===== config.mk =====
export PLATFORM = sky130hd
export DESIGN_NAME = l2hash_index
export DESIGN_NICKNAME = d
export VERILOG_FILES = /design/src/rtl/l2hash_pkg.sv /design/src/rtl/l2hash_rst_sync.sv /design/src/rtl/l2hash_fold.sv /design/src/rtl/l2hash_row_pack.sv /design/src/rtl/l2hash_index.sv
export SDC_FILE = /design/constraint.sdc
export NUM_CORES = 1
export LEC_CHECK = 0
export ABC_AREA = 1
export BUFFER_PORTS_ARGS = -buffer_cell sky130_fd_sc_hd__buf_2
export CORE_MARGIN = 2
export CORE_UTILIZATION = 55
export CTS_CLUSTER_DIAMETER = 60
export DETAILED_ROUTE_END_ITERATION = 8
export PLACE_DENSITY = 0.83
export SETUP_SLACK_MARGIN = 0.15
export SLEW_MARGIN = 20
export SYNTH_ARGS = -nofsm -noshare
export SYNTH_HDL_FRONTEND = slang
export SYNTH_HIERARCHICAL = 1
export SYNTH_SLANG_ARGS = --single-unit

===== constraint.sdc =====
create_clock -name clk -period 1.7 [get_ports clk]
set_clock_uncertainty 0.1 [all_clocks]
set_input_delay 0 -clock clk [delete_from_list [all_inputs] [get_ports clk]]
set_output_delay 0 -clock clk [all_outputs]
set_load 0.02 [all_outputs]

===== src/rtl/l2hash_pkg.sv =====
package l2hash_pkg;
  localparam int unsigned KEY_W  = 64;
  localparam int unsigned HASH_W = 11;
  localparam int unsigned WAY_W  = 2;
  localparam int unsigned N_SLC  = (KEY_W + HASH_W - 1) / HASH_W;
  localparam int unsigned ROW_W  = 15;
  localparam int unsigned TSEL_BIT = 14;

  typedef logic [HASH_W-1:0] hash_t;

  // Left-rotate amount applied to slice i in the rotated mode.
  function automatic int unsigned slice_rot(input int unsigned i);
    case (i)
      1: slice_rot = 6;
      3: slice_rot = 5;
      4: slice_rot = 4;
      default: slice_rot = 0;
    endcase
  endfunction
endpackage


===== src/rtl/l2hash_rst_sync.sv =====
module l2hash_rst_sync (
  input  logic clk,
  input  logic rst_n,
  output logic rst_sync_n
);
  logic [1:0] stage_q;

  always_ff @(posedge clk or negedge rst_n) begin
    if (!rst_n) stage_q <= 2'b00;
    else        stage_q <= {stage_q[0], 1'b1};
  end

  assign rst_sync_n = stage_q[1];
endmodule


===== src/rtl/l2hash_fold.sv =====
module l2hash_fold
  import l2hash_pkg::*;
#(
  parameter int unsigned KW = KEY_W,
  parameter int unsigned HW = HASH_W
) (
  input  logic [KW-1:0] key_i,
  input  logic          alg_i,
  output logic [HW-1:0] hash_o
);
  localparam int unsigned NS = (KW + HW - 1) / HW;

  logic [HW-1:0] term [NS];

  for (genvar g = 0; g < NS; g++) begin : g_slc
    localparam int unsigned LO  = g * HW;
    localparam int unsigned SW  = (LO + HW > KW) ? (KW - LO) : HW;
    localparam int unsigned ROT = slice_rot(g);
    logic [HW-1:0] raw;
    assign raw = HW'(key_i[LO +: SW]);
    if (ROT == 0) begin : g_plain
      assign term[g] = raw;
    end else begin : g_rot
      logic [HW-1:0] rotd;
      assign rotd    = {raw[HW-1-ROT:0], raw[HW-1 -: ROT]};
      assign term[g] = alg_i ? rotd : raw;
    end
  end

  always_comb begin
    hash_o = '0;
    for (int i = 0; i < NS; i++) hash_o = hash_o ^ term[i];
  end
endmodule


===== src/rtl/l2hash_row_pack.sv =====
module l2hash_row_pack
  import l2hash_pkg::*;
#(
  parameter int unsigned HW   = HASH_W,
  parameter int unsigned WW   = WAY_W,
  parameter int unsigned RW   = ROW_W,
  parameter int unsigned SELB = TSEL_BIT
) (
  input  logic [HW-1:0] hash_i,
  input  logic [WW-1:0] way_i,
  output logic [RW-1:0] row_o
);
  always_comb begin
    row_o             = '0;
    row_o[WW-1:0]     = way_i;
    row_o[WW +: HW]   = hash_i;
    row_o[SELB]       = 1'b0;  // hashed SRAM, not the associative table
  end
endmodule


===== src/rtl/l2hash_index.sv =====
module l2hash_index
  import l2hash_pkg::*;
(
  input  logic              clk,
  input  logic              rst_n,
  input  logic              key_valid_i,
  output logic              key_ready_o,
  input  logic [KEY_W-1:0]  key_i,
  input  logic              alg_sel_i,
  input  logic [WAY_W-1:0]  way_i,
  output logic              idx_valid_o,
  output logic [ROW_W-1:0]  idx_o
);
  logic             rst_int_n;
  logic             rdy_q, rdy_d;
  logic             vld_q, vld_d;
  logic [ROW_W-1:0] row_q, row_d, row_new;
  hash_t            hash;
  logic             accept;

  l2hash_rst_sync i_rst (.clk(clk), .rst_n(rst_n), .rst_sync_n(rst_int_n));

  l2hash_fold #(.KW(KEY_W), .HW(HASH_W)) i_fold (
    .key_i(key_i), .alg_i(alg_sel_i), .hash_o(hash)
  );

  l2hash_row_pack #(.HW(HASH_W), .WW(WAY_W), .RW(ROW_W), .SELB(TSEL_BIT)) i_pack (
    .hash_i(hash), .way_i(way_i), .row_o(row_new)
  );

  assign accept = key_valid_i & rdy_q;

  always_comb begin
    rdy_d = 1'b1;
    vld_d = accept;
    row_d = row_q;
    if (accept) row_d = row_new;
  end

  always_ff @(posedge clk or negedge rst_int_n) begin
    if (!rst_int_n) begin
      rdy_q <= 1'b0;
      vld_q <= 1'b0;
      row_q <= '0;
    end else begin
      rdy_q <= rdy_d;
      vld_q <= vld_d;
      row_q <= row_d;
    end
  end

  assign key_ready_o = rdy_q;
  assign idx_valid_o = vld_q;
  assign idx_o       = row_q;
endmodule


After elaboration in Yosys (flattened, before gate mapping) --
Index checks and enable logic that the tools add are counted.
Storage, ports and cells: register bits 17, output and inout port bits 17, logic and storage cells 13
Operators by class: multiplexer cells 3, bitwise operators 6
Operators with widths (count):
- $xor A11 B11 Y11 | 4
- $mux W11 | 3
- $xor A11 B9 Y11 | 1
- $and A1 B1 Y1 | 1

Logic depth before layout (Yosys ltp) --
Gate-level depths: netlist of the first run.
depth in word-level cells 6, gate-level depth with buffers 12

Modules after synthesis --
The synthesis of the first run kept the hierarchy.
By module, submodules not included:
- l2hash_fold | instances 1, cells an instance 399, area each 1700.4 um^2
- l2hash_index | instances 1, cells an instance 70, area each 728.2 um^2
- l2hash_row_pack | instances 1, cells an instance 16, area each 116.4 um^2
- l2hash_rst_sync | instances 1, cells an instance 3, area each 53.8 um^2

Worst setup path before layout of the first run --
OpenSTA, ideal clock, no wires.
path type flip-flop to flip-flop, start register rdy_q, in the netlist key_ready_o, end register row_q[10], in the netlist idx_o[10], library setup time 0.117 ns, arrival 0.896 ns, data required time 1.483 ns, path slack 0.587 ns, cell stages (with the launch flop) 6, path through dfrtp_1 buf_6 nand2_8 buf_12 nand2_2 nand2_1
On the way: longest elaborated chain between the ends 1
RTL lines:
- from (decl) | line l2hash_index.sv:15 | logic rdy_q, rdy_d;
- from (signal assigned) | line l2hash_index.sv:46 | rdy_q <= rdy_d;
- $and A1 B1 Y1 | line l2hash_index.sv:31 | assign accept = key_valid_i & rdy_q;
- to (signal assigned) | line l2hash_index.sv:48 | row_q <= row_d;
- to (decl) | line l2hash_index.sv:17 | logic [ROW_W-1:0] row_q, row_d, row_new;
No other way between the ends. A chain may end at the register's enable or synchronous reset.

Final worst setup path of the first run --
start register rdy_q, in the netlist key_ready_o, end register row_q[12], in the netlist idx_o[12]
Same word-level chain as after synthesis.

==> impl_metrics.csv, run 1 <==
group,metric,value,unit
timing,hold_violations,0,
timing,maxSlewViolCount,0,
global_routing,grt_max_degree,46,
drt,ant_nets,0,
clock_network,root_buffer,"clkbuf_8",
worst_setup_path,rr_endpoint,"idx_o[12]$_DFFE_PN0P_",
yosys,ys_warn_count,6,
drt,post_drt_wl_per_cell,10.1,µm
drt,drc,0,
timing,finalCritPeriodShare,0.678,
floorplan,die_height,72.7,µm
floorplan,die_w,72.7,µm
power_and_ir_drop,power_density,580,mW/mm²
drt,wl_met1,2810,µm
floorplan,io_pins,87,
clock_network,ctsLongestPathBuffers,2,
place,place_hpwl,4980,µm
worst_setup_path,cp_data_arrival_time,1260,ps
drt,met3WireLength,434,µm
clock_network,cts_setup_buffers,0,
global_routing,first_global_vias,2381,
worst_setup_path,cp_max_fo,11,
drt,drt_iter0_markers,142,
clock_network,path_clk_slew,80,ps
worst_setup_path,required,1810,ps
min_path,hp-class,"input pin to flip-flop",
floorplan,num_rows,25,
timing,rsz0062_at_grt,"false",
timing,timing.setup.tns,0,ps
yosys,syn_avg_cell_area,5.33,µm²
floorplan,start_util,0.561,
finish,nFillCells,467,
status,outcome,"completed",
finish,finalNetCount,629,
clock_network,clock-sinks,19,
finish,area_delta_synth_final,15.5,%
drt,routed_via_density,4.82,
yosys,ys_seq_elements,19,
clock_network,cts_buffers,3,
worst_setup_path,crit-reg2reg-launch,"key_ready_o$_DFF_PN0_",
yosys,mappedNetlistArea,0.00260,mm²
clock_network,cts_tree,"done",
timing,timing.fmax,0.867,GHz
flow_run,cap_violations,0,
floorplan,die_area,0.00529,mm²
floorplan,design.core.area,0.00463,mm²
global_routing,grt.overflow.total,0,
clock_network,clkLatencyLatePin,270,ps
min_path,hold_end,"idx_o[3]$_DFFE_PN0P_",
finish,diodes,0,
drt,via_count,2950,
global_routing,antenna_found_initial,0,
global_routing,grt_first_pass_wirelength,10000,µm
worst_setup_path,crit_path_end_kind,"flip-flop",
place,gp_congestion,0.873,
timing,setup-violations-final,0,
drt,firstDrtPassIters,4,
power_and_ir_drop,leakagePower,1.99,nW
finish,utilization,0.648,
place,io_buffers,86,
drt,drt-total-wl,6180,µm
drt,topRoutingLayerUsed,"met4",
drt,wl_met2,2890,µm
worst_setup_path,cp-start-kind,"flip-flop",
power_and_ir_drop,ir_worst_vdd,245,µV
min_path,min_delay_path_depth,3,
worst_setup_path,reg2reg_depth,3,
yosys,synth-seq-area-share,0.183,
clock_network,htreeDepth,1,
clock_network,hold_buffers,4,
clock_network,cts_resized,0,
yosys,synthCells,488,
yosys,yosysUniqueCellTypes,18,
timing,period_minus_slack,1150,ps
global_routing,grt_usage,0.236,
worst_setup_path,critical_path_class,"flip-flop to flip-flop",
finish,layout-drive-gt1-share,0.190,
min_path,hp-start,"key_valid_i",
worst_setup_path,ff2ff_setup_slack,550,ps
==> logic make-up after synthesis <==
| kind of cell | share of synthesized area |
|---|---|
| and+or+nand+nor | 0.546 |
| other | 0.00433 |
| xor gates and xnor gates | 0.0607 |
| buffers and inverters | 0.177 |
| DFF | 0.183 |
| AOI/OAI and AO/OA | 0.0289 |
==> final cells by class <==
| class | count | area (µm²) | area share |
|---|---|---|---|
| inverter | 58 | 218 | 0.0726 |
| clock buffer | 4 | 45.0 | 0.0150 |
| multi-input combinational | 381 | 1670 | 0.555 |
| sequential | 19 | 475 | 0.158 |
| tap | 54 | 67.6 | 0.0225 |
| timing repair buffer | 96 | 528 | 0.176 |
==> critical path, cell delays in order (launching register included) <==
cell and delay, ps:
dfrtp_1 540, buf_4 270, nand3_1 100, nand2_1 80
==> cell usage in the layout, fill, tap and decap left out <==
cell type,synthesis,final
nand2_1,257,257
buf_2,7,86
nand3_1,67,67
inv_1,57,57
dfrtp_1,19,19
o21ai_0,10,10
xnor2_1,10,10
nand2_2,9,9
nor2_1,8,8
xor2_1,8,8
o21ai_1,5,5
buf_4,19,5
dlygate4sd3_1,0,4
conb_1,3,4
clkbuf_8,0,3
nand4_1,2,2
nand2_8,1,1
clkbuf_1,0,1
inv_2,1,1
buf_12,1,1
==> registers in the layout, summed over array words and instances (netlist names) <==
register       cells
key_ready_o        1
i_rst/stage_q      2
idx_valid_o        1
idx_o             15
==> routing by layer <==
| layer | vias up | track usage |
|---|---|---|
| met2 | 86 | 0.411 |
| li1 | 1606 | - |
| met3 | 5 | 0.0166 |
| met4 | 0 | 0.0556 |
| met5 | - | 0 |
| met1 | 1253 | 0.317 |
==> worst max path at each step <==
stage / startpoint / endpoint / slack [ps] / depth (start not counted)
final: key_ready_o$_DFF_PN0_ / idx_o[12]$_DFFE_PN0P_ / 550 / 3
after global routing: alg_sel_i / idx_o[5]$_DFFE_PN0P_ / 400 / 11
after CTS: key_ready_o$_DFF_PN0_ / idx_o[12]$_DFFE_PN0P_ / 550 / 3
after detailed placement: alg_sel_i / idx_o[5]$_DFFE_PN0P_ / 300 / 11
after global placement: alg_sel_i / idx_o[5]$_DFFE_PN0P_ / 350 / 11
after floorplan: key_ready_o$_DFF_PN0_ / idx_o[10]$_DFFE_PN0P_ / 590 / 5
==> power by group <==
part	switching (mW)	total [mW]	internal, mW
Combinational	0.509	0.832	0.323
Sequential	0.0476	0.568	0.520
Clock	0.172	0.340	0.168
Total	0.729	1.74	1.01
==> synth_stat cells <==
master,n,area [µm²]
inv_2,1,3.75
dfrtp_1,19,475
o21ai_0,10,50.1
nand2_2,9,56.3
xnor2_1,10,87.6
xor2_1,8,70.1
conb_1,3,11.3
o21ai_1,5,25.0
buf_6,4,45.0
nand3_1,67,335
buf_4,19,143
nand2_8,1,20.0
inv_1,57,214
nand4_1,2,12.5
nor2_1,8,30.0
nand2_1,257,965
buf_2,7,35.0
buf_12,1,20.0
==> through the flow <==
step                instance area [µm²]  worst slack, ps  hold slack (ps)  cells  power, mW
floorplan                          2600              587             -396    489       1.21
global placement                   2920              346             -315    604       1.38
detailed placement                 2920              295             -310    604       1.40
CTS                                3000              554             83.4    612       1.74
global route                       3000              404              109    612       1.87
finish                             3000              547             87.4    612       1.74
Power figures use the tool's default switching activity.
==> run 2, diff against run 1 <==
--- a/config.mk
+++ b/config.mk
@@ -8,10 +8,10 @@
 export ABC_AREA = 1
 export BUFFER_PORTS_ARGS = -buffer_cell sky130_fd_sc_hd__buf_2
 export CORE_MARGIN = 2
-export CORE_UTILIZATION = 55
+export CORE_UTILIZATION = 47
 export CTS_CLUSTER_DIAMETER = 60
 export DETAILED_ROUTE_END_ITERATION = 8
-export PLACE_DENSITY = 0.83
+export PLACE_DENSITY = 0.75
 export SETUP_SLACK_MARGIN = 0.15
 export SLEW_MARGIN = 20
 export SYNTH_ARGS = -nofsm -noshare
==> constraint.sdc (replaced) <==
create_clock -name clk -period 0.97 [get_ports clk]
set_clock_uncertainty 0.1 [all_clocks]
set_input_delay 0 -clock clk [delete_from_list [all_inputs] [get_ports clk]]
set_output_delay 0 -clock clk [all_outputs]
set_load 0.02 [all_outputs]
==> run 2 against run 1 <==
Against the previous run:
- the run now ends with setup timing left
- critical path depth up 1
- clock power grew 66%
- first-iteration DRC count down 9.9%
- total power rose by 100%
- maximum frequency up 13%
- register-to-register slack worse by 600 ps
- count of clock-buffer cells in the layout stayed put
- critical path type unchanged
- highest routed layer unchanged
==> impl_metrics.csv, run 2 (synthesis gave the netlist of run 1 again) <==
group,metric,value,unit
status,outcome,"finished with violations",
status,violations,"setup timing",
finish,most-common-layout-cells,"nand2_1 (248), buf_2 (68), inv_1 (57)",
worst_setup_path,cp_slowest_cell,"dfrtp_2",
floorplan,die_area,0.00614,mm²
power_and_ir_drop,power_density,996,mW/mm²
drt,drt_iter0_markers,128,
drt,drc,0,
min_path,hold_end,"idx_valid_o$_DFF_PN0_",
worst_setup_path,cp_max_fo,6,
timing,period_minus_slack,1020,ps
floorplan,design.core.area,0.00544,mm²
clock_network,ctsLongestPathBuffers,2,
timing,worst_slack,-50.9,ps
worst_setup_path,critical_path_class,"flip-flop to flip-flop",
finish,area_delta_synth_final,36.9,%
timing,setup-violations-final,17,
worst_setup_path,crit-reg2reg-launch,"key_ready_o$_DFF_PN0_",
timing,timing.fmax,0.979,GHz
global_routing,grt_max_degree,31,
floorplan,die_w,78.4,µm
global_routing,grt_first_pass_wirelength,12100,µm
clock_network,cts_tree,"done",
timing,hold_violations,0,
worst_setup_path,required,1020,ps
timing,hold_ws,51.2,ps
finish,diodes,0,
floorplan,die_height,78.4,µm
finish,layout-drive-gt1-share,0.266,
flow_run,cap_violations,0,
min_path,hp-start,"key_valid_i",
finish,finalNetCount,658,
global_routing,grt.overflow.total,0,
worst_setup_path,ff2ff_setup_slack,-50,ps
timing,maxSlewViolCount,0,
place,place_hpwl,5310,µm
clock_network,cts_buffers,3,
global_routing,antenna_found_initial,0,
clock_network,path_clk_slew,80,ps
worst_setup_path,cp_data_arrival_time,1070,ps
global_routing,first_global_vias,2864,
global_routing,grt_usage,0.239,
place,gp_congestion,0.862,
drt,via_count,3219,
drt,ant_nets,0,
floorplan,start_util,0.478,
drt,drt-total-wl,7380,µm
floorplan,io_pins,87,
place,placed_cells,630,
power_and_ir_drop,ir_worst_vdd,538,µV
drt,firstDrtPassIters,5,
worst_setup_path,crit_path_end_kind,"flip-flop",
floorplan,num_rows,27,
finish,instances_no_fill,659,
power_and_ir_drop,leakagePower,2.22,nW
finish,layout_commonest_cell,"nand2_1",
timing,rsz0062_at_grt,"true",
worst_setup_path,cp-start-kind,"flip-flop",
clock_network,clkLatencyLatePin,250,ps
clock_network,root_buffer,"clkbuf_8",
worst_setup_path,rr_endpoint,"idx_o[7]$_DFFE_PN0P_",
clock_network,clock-sinks,19,
min_path,min_delay_path_depth,3,
finish,largest_reg_flops,15,
worst_setup_path,cp_cell_sequence,"buf_6, buf_12, nand3_2, nand2_1",
timing,finalCritPeriodShare,1.05,
place,io_buffers,86,
clock_network,htreeDepth,1,
timing,timing.setup.tns,-610,ps
drt,routed_via_density,4.88,
min_path,hp-class,"input pin to flip-flop",
drt,post_drt_wl_per_cell,11.2,µm
worst_setup_path,cpPeakStageDelay,420,ps
worst_setup_path,reg2reg_depth,4,
run 2: metal layers:
| metal | part of all wire | track usage | vias up | routed length [µm] |
|---|---|---|---|---|
| li1 | - | - | 1661 | - |
| met1 | 0.42 | 0.306 | 1429 | 3130 |
| met2 | 0.50 | 0.440 | 121 | 3690 |
| met3 | 0.068 | 0.0207 | 8 | 500 |
| met4 | 0.0087 | 0.0439 | 0 | 64 |
| met5 | 0 | 0 | - | 0 |
run 2: timing repair:
action / 4_1_cts / 5_1_grt
endpoints found under the hold margin: 4 / 0
setup endpoints to repair: 33 / 33
buffers inserted: 16 / 1
pin swaps: 9 / 1
hold buffers: 4 / 0
resized for setup: 48 / 11
gates cloned: 2 / 2
run 2: area by class of cell:
class / count / area, µm²
multi-input combinational: 381 / 1740
tap: 72 / 90.1
timing repair buffer: 125 / 978
clock buffer: 4 / 45.0
sequential: 19 / 477
fill: 507 / 1880
inverter: 58 / 223
run 2: critical path, delay by kind of cell, from the launching register on:
kind                   cells  cell delay (ps)
AND/OR/NAND/NOR            2              110
flip-flops                 1              420
buffers and inverters      2              290
run 2: report_power, final:
| part | switching, mW | internal, mW | total (mW) |
|---|---|---|---|
| combinational | 1.03 | 0.940 | 1.97 |
| clock | 0.274 | 0.292 | 0.565 |
| sequential | 0.0929 | 0.913 | 1.01 |
| total | 1.40 | 2.15 | 3.54 |
run 2: per-stage QoR:
step | util | total power, mW | setup WS [ps] | area [µm²]
final | 0.654 | 3.54 | -50.9 | 3560
after detailed placement | 0.561 | 2.52 | -324 | 3050
after floorplan | - | 2.14 | -87.2 | 2650
after CTS | 0.640 | 3.50 | -46.3 | 3480
after global routing | 0.654 | 3.83 | -91.4 | 3560
after global placement | 0.561 | 2.48 | -275 | 3050
run 2: how the worst max path moves through the flow:
| stage | slack [ps] | depth (start not counted) | startpoint | endpoint |
|---|---|---|---|---|
| floorplan | -90 | 5 | key_ready_o$_DFF_PN0_ | idx_o[10]$_DFFE_PN0P_ |
| CTS | -50 | 4 | key_ready_o$_DFF_PN0_ | idx_o[11]$_DFFE_PN0P_ |
| detailed placement | -320 | 12 | alg_sel_i | idx_o[7]$_DFFE_PN0P_ |
| finish | -50 | 4 | key_ready_o$_DFF_PN0_ | idx_o[7]$_DFFE_PN0P_ |
| global placement | -270 | 12 | alg_sel_i | idx_o[7]$_DFFE_PN0P_ |
| global route | -90 | 4 | key_ready_o$_DFF_PN0_ | idx_o[1]$_DFFE_PN0P_ |
